--- src/rtl/sdhost_ctrl_regs.sv ---
module sdhost_ctrl_regs #(
  parameter int ADDR_W     = 5,
  parameter int DIV_BITS   = 3,
  parameter int RST_CYCLES = 8,
  parameter int CMD_W      = 12,
  parameter int RTO_W      = 16,
  parameter int DTO_W      = 32
) (
  input  logic              clk,
  input  logic              rst_n,
  input  logic              bus_en,
  input  logic              bus_we,
  input  logic [ADDR_W-1:0] bus_addr,
  input  logic [31:0]       bus_wdata,
  output logic [31:0]       bus_rdata,
  output logic              bus_ready,
  input  logic              ev_xfer_done,
  input  logic              ev_prog_done,
  input  logic              ev_cmd_done,
  input  logic              ev_rx_req,
  input  logic              ev_tx_req,
  input  logic              ev_sdio,
  input  logic              ev_rd_tmo,
  input  logic              ev_resp_tmo,
  output logic              card_clk,
  output logic              op_start,
  output logic [3:0]        aux_strobe,
  output logic [CMD_W-1:0]  cmd_cfg,
  output logic [RTO_W-1:0]  resp_limit,
  output logic [DTO_W-1:0]  read_limit,
  output logic              irq
);
  localparam int IDX_W = ADDR_W - 2;
  localparam int CNT_W = (1 << DIV_BITS) - 1;
  localparam int RC_W  = $clog2(RST_CYCLES + 1);
  localparam logic [9:0] IRQ_IMPL = 10'b11_1110_0111;

  logic [IDX_W-1:0]    idx;
  logic [RC_W-1:0]     rst_cnt;
  logic                busy, soft_done, wr;
  logic                wr_ctl, wr_rate, wr_cmd, wr_rto, wr_dto, wr_mask, wr_ist;
  logic                clk_on;
  logic [DIV_BITS-1:0] rate;
  logic [CNT_W-1:0]    div_cnt, div_lim;
  logic [9:0]          mask, ist, ev_vec, clr_vec;

  assign idx       = bus_addr[ADDR_W-1:2];
  assign busy      = (rst_cnt != '0);
  assign soft_done = (rst_cnt == RC_W'(1));
  assign wr        = bus_en & bus_we & ~busy;
  assign wr_ctl    = wr && idx == IDX_W'(0);
  assign wr_rate   = wr && idx == IDX_W'(2);
  assign wr_cmd    = wr && idx == IDX_W'(3);
  assign wr_rto    = wr && idx == IDX_W'(4);
  assign wr_dto    = wr && idx == IDX_W'(5);
  assign wr_mask   = wr && idx == IDX_W'(6);
  assign wr_ist    = wr && idx == IDX_W'(7);
  assign bus_ready = bus_en;

  assign ev_vec  = {ev_resp_tmo, ev_rd_tmo, ev_sdio, ev_tx_req, ev_rx_req,
                    2'b00, ev_cmd_done, ev_prog_done, ev_xfer_done} & IRQ_IMPL;
  assign clr_vec = wr_ist ? bus_wdata[9:0] : 10'd0;
  assign div_lim = CNT_W'((1 << rate) - 1);

  always_ff @(posedge clk or negedge rst_n)
    if (!rst_n)                          rst_cnt <= '0;
    else if (wr_ctl && bus_wdata[3])     rst_cnt <= RC_W'(RST_CYCLES);
    else if (busy)                       rst_cnt <= rst_cnt - RC_W'(1);

  always_ff @(posedge clk or negedge rst_n) begin
    if (!rst_n) begin
      clk_on <= 1'b0; rate <= '0; cmd_cfg <= '0; mask <= '1; ist <= '0;
      resp_limit <= '1; read_limit <= '1; irq <= 1'b0;
      op_start <= 1'b0; aux_strobe <= '0;
    end else if (soft_done) begin
      clk_on <= 1'b0; rate <= '0; cmd_cfg <= '0; mask <= '1; ist <= '0;
      resp_limit <= '1; read_limit <= '1; irq <= 1'b0;
      op_start <= 1'b0; aux_strobe <= '0;
    end else begin
      op_start   <= wr_ctl & bus_wdata[2] & ~bus_wdata[3];
      aux_strobe <= (wr_ctl & ~bus_wdata[3]) ? bus_wdata[7:4] : 4'd0;
      if (wr_ctl && bus_wdata[0])      clk_on <= 1'b0;
      else if (wr_ctl && bus_wdata[1]) clk_on <= 1'b1;
      if (wr_rate) rate       <= bus_wdata[DIV_BITS-1:0];
      if (wr_cmd)  cmd_cfg    <= bus_wdata[CMD_W-1:0];
      if (wr_rto)  resp_limit <= bus_wdata[RTO_W-1:0];
      if (wr_dto)  read_limit <= bus_wdata[DTO_W-1:0];
      if (wr_mask) mask       <= bus_wdata[9:0];
      if (!busy)   ist        <= (ist & ~clr_vec) | ev_vec;
      irq <= |(ist & ~mask);
    end
  end

  always_ff @(posedge clk or negedge rst_n)
    if (!rst_n) begin
      div_cnt <= '0; card_clk <= 1'b0;
    end else if (!clk_on) begin
      div_cnt <= '0; card_clk <= 1'b0;
    end else if (div_cnt >= div_lim) begin
      div_cnt <= '0; card_clk <= ~card_clk;
    end else begin
      div_cnt <= div_cnt + CNT_W'(1);
    end

  always_comb begin
    bus_rdata = '0;
    case (idx)
      IDX_W'(1): begin bus_rdata[15] = busy; bus_rdata[8] = clk_on; end
      IDX_W'(2): bus_rdata[DIV_BITS-1:0] = rate;
      IDX_W'(3): bus_rdata[CMD_W-1:0]    = cmd_cfg;
      IDX_W'(4): bus_rdata[RTO_W-1:0]    = resp_limit;
      IDX_W'(5): bus_rdata[DTO_W-1:0]    = read_limit;
      IDX_W'(6): bus_rdata[9:0]          = mask;
      IDX_W'(7): bus_rdata[9:0]          = ist;
      default:   bus_rdata = '0;
    endcase
  end

  a_r2_stopped_clock_low: assert property (@(posedge clk) disable iff (!rst_n)
    !clk_on |=> !card_clk);
  a_r5_no_start_while_busy: assert property (@(posedge clk) disable iff (!rst_n)
    busy |-> !op_start);
  a_r5_defaults_after_busy: assert property (@(posedge clk) disable iff (!rst_n)
    $fell(busy) |-> (ist == '0 && mask == '1 && !clk_on && resp_limit == '1 && read_limit == '1));
  a_r6_unused_bits_zero: assert property (@(posedge clk) disable iff (!rst_n)
    ist[4:3] == 2'b00);
  a_r7_w1c_clears: assert property (@(posedge clk) disable iff (!rst_n)
    wr_ist |=> (ist & $past(bus_wdata[9:0] & ~ev_vec)) == '0);
  a_r8_event_wins: assert property (@(posedge clk) disable iff (!rst_n)
    (!busy && ev_vec != '0) |=> (ist & $past(ev_vec)) == $past(ev_vec));
  a_r9_masked_quiet: assert property (@(posedge clk) disable iff (!rst_n)
    (mask == '1 && $past(mask) == '1) |-> !irq);
endmodule

--- config.mk ---
export PLATFORM = sky130hd
export DESIGN_NAME = sdhost_ctrl_regs
export DESIGN_NICKNAME = d
export VERILOG_FILES = /design/src/rtl/sdhost_ctrl_regs.sv
export SDC_FILE = /design/constraint.sdc
export NUM_CORES = 1
export LEC_CHECK = 0
export ABC_AREA = 1
export BUFFER_PORTS_ARGS = -buffer_cell sky130_fd_sc_hd__buf_2
export CORE_UTILIZATION = 54
export CTS_BUF_LIST = sky130_fd_sc_hd__clkbuf_4
export CTS_CLUSTER_DIAMETER = 80
export DETAILED_ROUTE_END_ITERATION = 8
export GPL_TIMING_DRIVEN = 0
export HOLD_SLACK_MARGIN = 0.1
export PLACE_DENSITY = 0.82
export SYNTH_ARGS = -nofsm -noshare
export SYNTH_HDL_FRONTEND = slang
export SYNTH_SLANG_ARGS = --single-unit
--- constraint.sdc ---
create_clock -name clk -period 2.3 [get_ports clk]
set_input_delay 0.575 -clock clk [delete_from_list [all_inputs] [get_ports clk]]
set_output_delay 0.575 -clock clk [all_outputs]
set_load 0.05 [all_outputs]
==> results of run 1 <==
cell usage in the layout (no fill, tap or decap), types with 3 or more instances in the layout:
master / instances
nand2_1: 143
buf_2: 129
nor2_1: 81
inv_1: 80
dfstp_2: 58
dfrtp_1: 44
nand3_1: 36
a21oi_1: 36
o21ai_1: 33
buf_4: 32
o21ai_0: 21
nand4_1: 11
o22ai_1: 10
ha_1: 10
clkbuf_4: 10
inv_2: 6
buf_6: 6
nor2_2: 6
xor2_1: 6
a22oi_1: 6
nor3_1: 5
inv_6: 4
nand2_4: 4
xnor2_1: 4
inv_4: 3
nand2_2: 3
nand3b_1: 3
or2_2: 3
o31ai_1: 3
timing repair:
item,4_1_cts,5_1_grt
gates resized for setup,32,42
pin swaps,1,6
cloned,0,1
hold buffers,0,0
setup buffers,2,2
endpoints found under the setup margin,32,31
worst max-delay path: stages:
cell and delay, ns:
buf_4 0.14, inv_2 0.11, nand3_4 0.12, buf_4 0.20, buf_2 0.19, nor2_1 0.16
buf_6 0.19
report_power, final:
group,switching (W),total [W],internal (W)
registers,0.000455,0.00321,0.00276
logic,0.00385,0.00521,0.00135
clock network,0.000656,0.00102,0.000361
final cells by class:
class,instances,area share (%)
Sequential cell,102,40.2
Multi-Input combinational cell,439,33.9
Timing Repair Buffer,152,13.5
Inverter,92,5.63
Tap cell,129,2.47
Buffer,21,1.95
Clock buffer,10,1.15
Clock inverter,6,1.15
synth_stat cells (all sizes together):
library cell	instances
o211ai	2
nand3b	3
nand2	150
dfrtp	44
nor3	6
dfstp	58
a22oi	6
o31ai	3
inv	92
clkbuf	2
o21ai	56
xnor2	4
ha	12
nand3	39
a21oi	37
o22ai	10
buf	23
xor2	6
nand4	11
a32o	1
or2	3
nor2	89
o221ai	1
path summary, 6_finish.rpt:
path                               from             to  cells past startpoint
max                         bus_addr[3]  bus_rdata[29]                      7
min                               rst_n         ist[8]                      1
max reg2reg                     rate[0]     div_cnt[6]                     12
min reg2reg                  div_cnt[0]     div_cnt[0]                      1
max in group asynchronous         rst_n  resp_limit[4]                      2
min in group clk           bus_wdata[9]     cmd_cfg[9]                      3
kinds of logic after synthesis:
| logic type | Yosys count | share of synthesized area (%) |
|---|---|---|
| flip-flops | 102 | 49.9 |
| buffers and inverters | 117 | 9.21 |
| XOR/XNOR | 10 | 1.67 |
| AND/OR/NAND/NOR | 301 | 24.4 |
| AO/OA/AOI/OAI | 116 | 12.0 |
| adder cells (fa/ha/maj) | 12 | 2.86 |
state kept, by name, summed over array words and instances, names as in the netlist:
name,flops
ist,10
read_limit,32
resp_limit,16
irq,1
aux_strobe,4
card_clk,1
rst_cnt,4
op_start,1
cmd_cfg,12
rate,3
clk_on,1
div_cnt,7
mask,10
metal layers:
layer / vias to the layer above / global-route usage (%) / routed length [µm]
met1: 2481 / 41.1 / 6320
met5: - / 0 / 0
li1: 2432 / - / -
met3: 50 / 6.45 / 1170
met4: 0 / 14.4 / 505
met2: 255 / 53.7 / 7790
metrics by stage:
stage / area, µm² / instances / TNS (ns)
6_report: 6530 / 951 / 0
5_1_grt: 6530 / 951 / -0.00927
4_1_cts: 6410 / 948 / -0.0589
3_5_place_dp: 6180 / 934 / -3.27
3_3_place_gp: 6150 / 933 / -17.95
2_1_floorplan: 5260 / 658 / -0.299
==> flow_metrics.py, run 1 <==
metrics = {
    "clock_network": {
        "clock_latency_ns": 0.47,
        "h-tree-depth": 3,
        "cts_buffers": 9,
        "cts.clk_slew.worst_paths_ns": 0.18,
        "cts_root_buf": "clkbuf_4",
        "cts.path.max_buffers": 2,
        "clock_sinks": 102,
        "cts_tree": "done",
    },
    "synth": {
        "ys_seq_area_share_pct": 49.9,
        "synth_area_leader_cell": "dfstp_2",
        "synth_area_leaders": "dfstp_2 29%, dfrtp_1 21%, nand2_1 10%",
        "netlist_area_um2": 5260,
        "syn_inst": 658,
        "yosys_warnings": 0,
        "synth_nets": 719,
        "ys_seq_elements": 102,
        "synth_top_area_share_pct": 29.0,
        "synth_cell_types": 34,
        "avgSynthCellArea_um2": 7.99,
    },
    "outcome": {
        "outcome": "complete, no violations",
    },
    "floorplanning": {
        "fp.dieW_um": 101,
        "placementRows": 35,
        "die_h_um": 101,
        "core_um2": 9330,
        "start_util_pct": 56.4,
        "die-area_um2": 10100,
        "io_pins": 149,
    },
    "placed_design": {
        "routabilityCongestion": 0.900,
        "dpl.hpwl_um": 11500,
        "portBuffers": 146,
        "pre_cts_ws_ns": -0.216,
    },
    "power": {
        "p_leak_nw": 3.33,
        "power_w": 0.00944,
        "power_density_nw_per_um2": 1440,
        "vdd_ir_drop_max_mv": 0.837,
    },
    "layout": {
        "num_antenna_cells": 0,
        "finalNetCount": 878,
        "drive_gt1_share_pct": 34.3,
        "multi_input_area_um2": 2220,
        "fillCellCount": 746,
        "register_area_um2": 2630,
        "utilization_pct": 70.0,
        "areaGrowthSynthToFinish_pct": 24.3,
    },
    "sta": {
        "period_minus_slack_ns": 2.27,
        "final_max_slew_viol_count": 0,
        "relSlewSlack_pct": 60.0,
        "fmax_mhz": 440,
        "setup_viol": 0,
        "worstMarginPinSlew_ns": 0.600,
        "post-route-period-util_pct": 98.8,
        "finalHoldWorstSlack_ns": 0.0959,
        "hold_viol": 0,
        "clock_skew_ns": 0.0234,
        "setup_slack_ns": 0.0280,
    },
    "global_routing": {
        "antenna_found_initial": 0,
        "grt_pass1_vias": 5031,
        "grt_start_max_net_pins": 59,
        "grt_usage_pct": 32.3,
        "grt_pass1_wl_um": 24900,
        "overflow": 0,
    },
    "critical_path": {
        "cp_max_fo": 10,
        "worstSetupStartpointType": "primary input",
        "cp-end-kind": "output port",
        "criticalPathCategory": "primary input to output port",
        "regToRegSetupSlack_ns": 0.16,
        "critPathRequiredTime_ns": 1.73,
        "worstPathArrival_ns": 1.70,
    },
    "detailed_routing": {
        "first_iter_violations": 334,
        "dr_total_vias": 5218,
        "first_pass_iters": 5,
        "drc_errors": 0,
        "via_per_inst": 5.49,
        "routed_wirelength_um": 15800,
        "wire_per_inst_um": 16.6,
        "antenna_left": 0,
    },
    "min_path": {
        "hold_path.class": "primary input to async pin",
    },
    "flow_run": {
        "drv_cap": 0,
    },
}
(Power assumes the default switching activity.)
==> run 2: changes to the inputs <==
--- a/config.mk
+++ b/config.mk
@@ -11,9 +11,11 @@
 export CTS_BUF_LIST = sky130_fd_sc_hd__clkbuf_4
 export CTS_CLUSTER_DIAMETER = 80
 export DETAILED_ROUTE_END_ITERATION = 8
+export GPL_ROUTABILITY_DRIVEN = 0
 export GPL_TIMING_DRIVEN = 0
 export HOLD_SLACK_MARGIN = 0.1
 export PLACE_DENSITY = 0.82
+export RECOVER_POWER = 100
 export SYNTH_ARGS = -nofsm -noshare
 export SYNTH_HDL_FRONTEND = slang
 export SYNTH_SLANG_ARGS = --single-unit
==> run 2 against run 1 <==
Final area is 0.90% lower. Cell count is 0.84% higher. First-iteration DRC count up 28%. Register-to-register slack got worse by 0.15 ns. Clock skew fell by 0.0055 ns. Clock power is 11% lower. Global-route usage increased by 0.35 points. Hold slack gained 0.21 ns. Sequential share of layout area increased by 0.38 points. Highest routed layer unchanged.
==> flow_metrics.py, run 2 (synthesis results as in run 1) <==
metrics = {
    "min_path": {
        "worstHoldStart": "bus_wdata[31]",
        "min_to": "read_limit[31]",
        "hold_path_depth": 3,
        "hold_path.class": "primary input to flip-flop",
    },
    "placed_design": {
        "portBuffers": 146,
        "place_area_um2": 6180,
        "dp_cells": 934,
        "dpl.hpwl_um": 11600,
    },
    "layout": {
        "num_antenna_cells": 0,
        "top_register": "read_limit",
        "finalNetCount": 886,
        "final_common_cell": "nand2_1",
        "stdcell_count": 959,
        "areaGrowthSynthToFinish_pct": 23.2,
        "largest_reg_flops": 32,
        "final_cell_mix": "143 x nand2_1, 80 x inv_1, 77 x nor2_1",
        "drive_gt1_share_pct": 26.7,
        "final_area_um2": 6470,
        "largest_registers": "read_limit x32, resp_limit x16, cmd_cfg x12",
    },
    "critical_path": {
        "cp-end-kind": "flip-flop",
        "ff2ff_path_depth": 12,
        "timing.rr.start": "rate[1]",
        "cp_max_fo": 7,
        "critPathRequiredTime_ns": 2.72,
        "regToRegSetupSlack_ns": 0.01,
        "worstPathArrival_ns": 2.71,
        "worstSetupStartpointType": "flip-flop",
        "criticalPathCategory": "flip-flop to flip-flop",
        "r2r-end": "div_cnt[6]",
    },
    "power": {
        "power.switching_w": 0.00505,
        "p_leak_nw": 3.12,
        "swShare_pct": 54.5,
        "comb_power_share_pct": 55.3,
        "power_frac_seq_pct": 34.9,
        "vdd_ir_drop_max_mv": 0.735,
        "clkPwrFrac_pct": 9.8,
        "power_density_nw_per_um2": 1430,
        "p_int_w": 0.00422,
    },
    "sta": {
        "fmax_mhz": 437,
        "hold_viol": 0,
        "final_max_slew_viol_count": 0,
        "period_minus_slack_ns": 2.29,
        "clock_skew_ns": 0.0179,
        "relSlewSlack_pct": 34.2,
        "worstMarginPinSlew_ns": 0.987,
        "post-route-period-util_pct": 99.6,
        "setup_viol": 0,
        "rsz0062_at_grt": "yes",
    },
    "clock_network": {
        "cts_root_buf": "clkbuf_4",
        "cts_tree": "done",
        "cts.path.max_buffers": 2,
        "clock_sinks": 102,
        "clock_latency_ns": 0.48,
        "h-tree-depth": 3,
        "cts_buffers": 9,
        "cts.clk_slew.worst_paths_ns": 0.18,
    },
    "floorplanning": {
        "start_util_pct": 56.4,
        "die-area_um2": 10100,
        "placementRows": 35,
        "die_h_um": 101,
        "fp.dieW_um": 101,
        "core_um2": 9330,
        "io_pins": 149,
    },
    "detailed_routing": {
        "via_per_inst": 5.51,
        "routed_wirelength_um": 16200,
        "wire_per_inst_um": 16.9,
        "drc_errors": 0,
        "dr_total_vias": 5287,
        "first_pass_iters": 5,
        "antenna_left": 0,
        "first_iter_violations": 427,
    },
    "global_routing": {
        "grt_start_max_net_pins": 64,
        "grt_pass1_wl_um": 25100,
        "overflow": 0,
        "antenna_found_initial": 0,
        "grt_pass1_vias": 5095,
        "grt_usage_pct": 32.7,
    },
    "flow_run": {
        "drv_cap": 0,
    },
    "outcome": {
        "outcome": "complete, no violations",
    },
}
[run 2: power by group through the flow]
stage	clock network (W)	registers (W)	logic [W]
2_1_floorplan	0	0.00479	0.00218
3_5_place_dp	0	0.00323	0.00498
5_1_grt	0.000973	0.00332	0.00553
6_report	0.000905	0.00324	0.00512
4_1_cts	0.000903	0.00319	0.00508
3_3_place_gp	0	0.00320	0.00483
[run 2: metal layers]
layer | vias to the layer above | wire, µm | global-route usage, %
met5 | - | 0 | 0
met4 | 0 | 564 | 13.8
met3 | 51 | 1310 | 6.24
met2 | 277 | 8000 | 55.3
met1 | 2516 | 6290 | 41.1
li1 | 2443 | - | -
[run 2: worst max-delay path by stage]
stage | to | cells past startpoint | from | slack, ns
2_1_floorplan | bus_rdata[21] | 5 | bus_addr[3] | -0.03
3_3_place_gp | ist[5] | 1 | rst_n | -0.36
3_5_place_dp | bus_rdata[8] | 10 | bus_addr[3] | -0.19
4_1_cts | bus_rdata[2] | 9 | bus_addr[4] | 0.003
5_1_grt | card_clk | 13 | rate[1] | -0.17
6_report | div_cnt[6] | 12 | rate[1] | 0.01
[run 2: final cells by class]
class / instances / area, µm²
Fill cell: 799 / 2850
Sequential cell: 102 / 2630
Multi-Input combinational cell: 439 / 2240
Timing Repair Buffer: 159 / 825
Inverter: 92 / 368
Tap cell: 129 / 161
Buffer: 22 / 128
Clock buffer: 9 / 67.6
Clock inverter: 7 / 56.3
[run 2: timing repair]
item,4_1_cts,5_1_grt
buffers inserted,2,8
pin swaps,1,6
gates resized for setup,35,51
hold endpoints to repair,23,0
gates cloned,0,1
endpoints found under the setup margin,32,25
hold buffers,1,0
[run 2: critical path, stage by stage, from the launching register on]
cell and delay, ns:
dfrtp_1 0.48, inv_2 0.10, nand3_1 0.11, ha_2 0.22, o21ai_2 0.09, a21oi_1 0.20, xor2_1 0.19, ha_1 0.27
nand2_1 0.09, nand3_1 0.08, a21oi_2 0.18, nand2_4 0.11, nor2_2 0.12
[run 2: stage by stage]
stage | power (W) | setup slack [ns] | util [%] | hold WS [ns] | setup TNS [ns]
finish | 0.00927 | 0.00978 | 69.4 | 0.309 | 0
global route | 0.00982 | -0.170 | 69.4 | 0.302 | -1.19
floorplan | 0.00697 | -0.0275 | - | 0.279 | -0.299
CTS | 0.00918 | 0.00257 | 68.6 | 0.311 | 0
global placement | 0.00803 | -0.363 | 65.9 | 0.473 | -18.15
detailed placement | 0.00821 | -0.187 | 66.2 | 0.483 | -3.40
==> run 3: changes to the inputs <==
--- a/config.mk
+++ b/config.mk
@@ -8,7 +8,7 @@
 export ABC_AREA = 1
 export BUFFER_PORTS_ARGS = -buffer_cell sky130_fd_sc_hd__buf_2
 export CORE_UTILIZATION = 54
-export CTS_BUF_LIST = sky130_fd_sc_hd__clkbuf_4
+export CTS_BUF_LIST = sky130_fd_sc_hd__clkbuf_2 sky130_fd_sc_hd__clkbuf_4 sky130_fd_sc_hd__clkbuf_8
 export CTS_CLUSTER_DIAMETER = 80
 export DETAILED_ROUTE_END_ITERATION = 8
 export GPL_ROUTABILITY_DRIVEN = 0
==> constraint.sdc (replaced) <==
create_clock -name clk -period 2.45 [get_ports clk]
set_input_delay 0.6125 -clock clk [delete_from_list [all_inputs] [get_ports clk]]
set_output_delay 0.6125 -clock clk [all_outputs]
set_load 0.05 [all_outputs]
==> run 3 against run 2 <==
Die area did not move. Critical path depth fell by 5. Cell count fell by 0.83%. Register-to-register slack improved by 0.09 ns. Combinational power fell by 9.4%.
==> flow_metrics.py, run 3 (synthesis results as in run 1) <==
metrics = {
    "sta": {
        "setup_tns_ns": 0,
        "post-route-period-util_pct": 99.2,
        "clock_skew_ns": 0.00987,
        "period_minus_slack_ns": 2.43,
        "fmax_mhz": 411,
        "hold_viol": 0,
        "final_max_slew_viol_count": 0,
        "worstMarginPinSlew_ns": 0.991,
        "finalHoldWorstSlack_ns": 0.393,
        "relSlewSlack_pct": 33.9,
        "setup_viol": 0,
    },
    "placed_design": {
        "portBuffers": 146,
        "dpl.hpwl_um": 11600,
    },
    "critical_path": {
        "cp-end-kind": "output port",
        "worstSetupStartpointType": "primary input",
        "path_delay_family": "buffers and inverters",
        "path_buf_inv": 4,
        "timing.rr.start": "rst_cnt[0]",
        "criticalPathCategory": "primary input to output port",
        "worstPathArrival_ns": 1.82,
        "critPathRequiredTime_ns": 1.84,
        "cp_common_cell": "buf_2",
        "cp_slowest_cell": "buf_2",
        "critPathLaunch": "bus_addr[4]",
        "cp_max_fo": 11,
        "max_stage_delay_ns": 0.27,
        "crit_chain": "buf_2, inv_2, nand3_1, inv_4, nand2_1, nand4_1, buf_2",
    },
    "floorplanning": {
        "die_h_um": 101,
        "io_pins": 149,
        "start_util_pct": 56.4,
        "die-area_um2": 10100,
        "core_um2": 9330,
        "fp.dieW_um": 101,
        "placementRows": 35,
    },
    "detailed_routing": {
        "dr_total_vias": 5209,
        "antenna_left": 0,
        "routed_wirelength_um": 15400,
        "drc_errors": 0,
        "first_pass_iters": 8,
        "wire_per_inst_um": 16.2,
        "via_per_inst": 5.48,
        "first_iter_violations": 464,
    },
    "global_routing": {
        "grt_pass1_vias": 5086,
        "antenna_found_initial": 0,
        "grt_pass1_wl_um": 25000,
        "grt_usage_pct": 32.4,
        "overflow": 0,
        "grt_start_max_net_pins": 64,
    },
    "layout": {
        "num_antenna_cells": 0,
        "final_common_cell": "nand2_1",
        "multi_input_area_um2": 2170,
        "finalNetCount": 878,
        "areaGrowthSynthToFinish_pct": 20.9,
        "utilization_pct": 68.1,
        "register_area_um2": 2630,
        "largest_reg_flops": 32,
        "largest_registers": "read_limit x32, resp_limit x16, cmd_cfg x12",
        "final_cell_mix": "146 x nand2_1, 85 x nor2_1, 83 x inv_1",
        "top_register": "read_limit",
        "drive_gt1_share_pct": 24.2,
        "fillCellCount": 810,
    },
    "power": {
        "p_int_w": 0.00406,
        "clkPwrFrac_pct": 11.7,
        "comb_power_share_pct": 53.4,
        "swShare_pct": 53.3,
        "vdd_ir_drop_max_mv": 0.685,
        "power_density_nw_per_um2": 1370,
        "p_leak_nw": 3.09,
        "power.switching_w": 0.00464,
        "power_frac_seq_pct": 34.9,
    },
    "flow_run": {
        "drv_cap": 0,
    },
    "clock_network": {
        "cts.path.max_buffers": 2,
        "clock_sinks": 102,
        "h-tree-depth": 3,
        "cts.clk_slew.worst_paths_ns": 0.09,
        "cts_buffers": 9,
        "cts_root_buf": "clkbuf_8",
        "cts_hold_buf": 0,
        "clock_latency_ns": 0.38,
        "cts_tree": "done",
    },
    "min_path": {
        "hold_path.class": "primary input to async pin",
    },
    "outcome": {
        "outcome": "complete, no violations",
    },
}
[run 3: repair_timing]
action                                  4_1_cts  5_1_grt
endpoints found under the setup margin       19       32
pin swaps                                     0        2
resized for setup                            18       25
endpoints found under the hold margin         0        0
setup buffers                                 0        4
[run 3: power by group through the flow]
stage | combinational, W | sequential [W] | clock, W
3_5_place_dp | 0.00468 | 0.00303 | 0
4_1_cts | 0.00472 | 0.00300 | 0.00102
5_1_grt | 0.00502 | 0.00312 | 0.00109
2_1_floorplan | 0.00205 | 0.00450 | 0
3_3_place_gp | 0.00454 | 0.00300 | 0
6_report | 0.00464 | 0.00304 | 0.00102
[run 3: cell type report]
| cell class | count | area share [%] |
|---|---|---|
| flip-flops and latches | 102 | 41.3 |
| multi-input cells | 439 | 34.1 |
| repair buffers | 151 | 11.6 |
| inverters | 92 | 5.61 |
| well taps | 129 | 2.54 |
| plain buffers | 22 | 2.03 |
| clock buffers | 9 | 1.95 |
| clock inverters | 7 | 0.886 |
[run 3: worst register-to-register path, stage by stage (launching register included)]
cell and delay (ns):
dfrtp_1 0.43, inv_2 0.09, ha_2 0.20, nand2_4 0.07, nor2_1 0.49, buf_4 0.29, nand4_1 0.30, nor3_1 0.36
[run 3: worst paths after layout]
path / to / slack, ns / cells after the start
min reg2reg: div_cnt[0] / 0.49 / 1
min: op_start / 0.39 / 1
max: bus_rdata[0] / 0.02 / 7
max reg2reg: op_start / 0.10 / 7
min in group clk: cmd_cfg[8] / 0.45 / 3
max in group asynchronous: cmd_cfg[7] / 0.59 / 2
[run 3: layer usage]
metal	wire, µm	GRT usage, %
met1	6120	40.8
met2	7660	55.1
met3	1220	6.45
met4	421	12.4
met5	0	0
[run 3: stage by stage]
stage | cell area, µm² | std cells | setup WS (ns) | power (W)
5_1_grt | 6360 | 951 | -0.00985 | 0.00923
2_1_floorplan | 5260 | 658 | 0.0475 | 0.00654
6_report | 6360 | 951 | 0.0196 | 0.00870
3_3_place_gp | 6150 | 933 | -0.250 | 0.00754
4_1_cts | 6390 | 948 | 0.0000717 | 0.00875
3_5_place_dp | 6180 | 934 | -0.112 | 0.00771
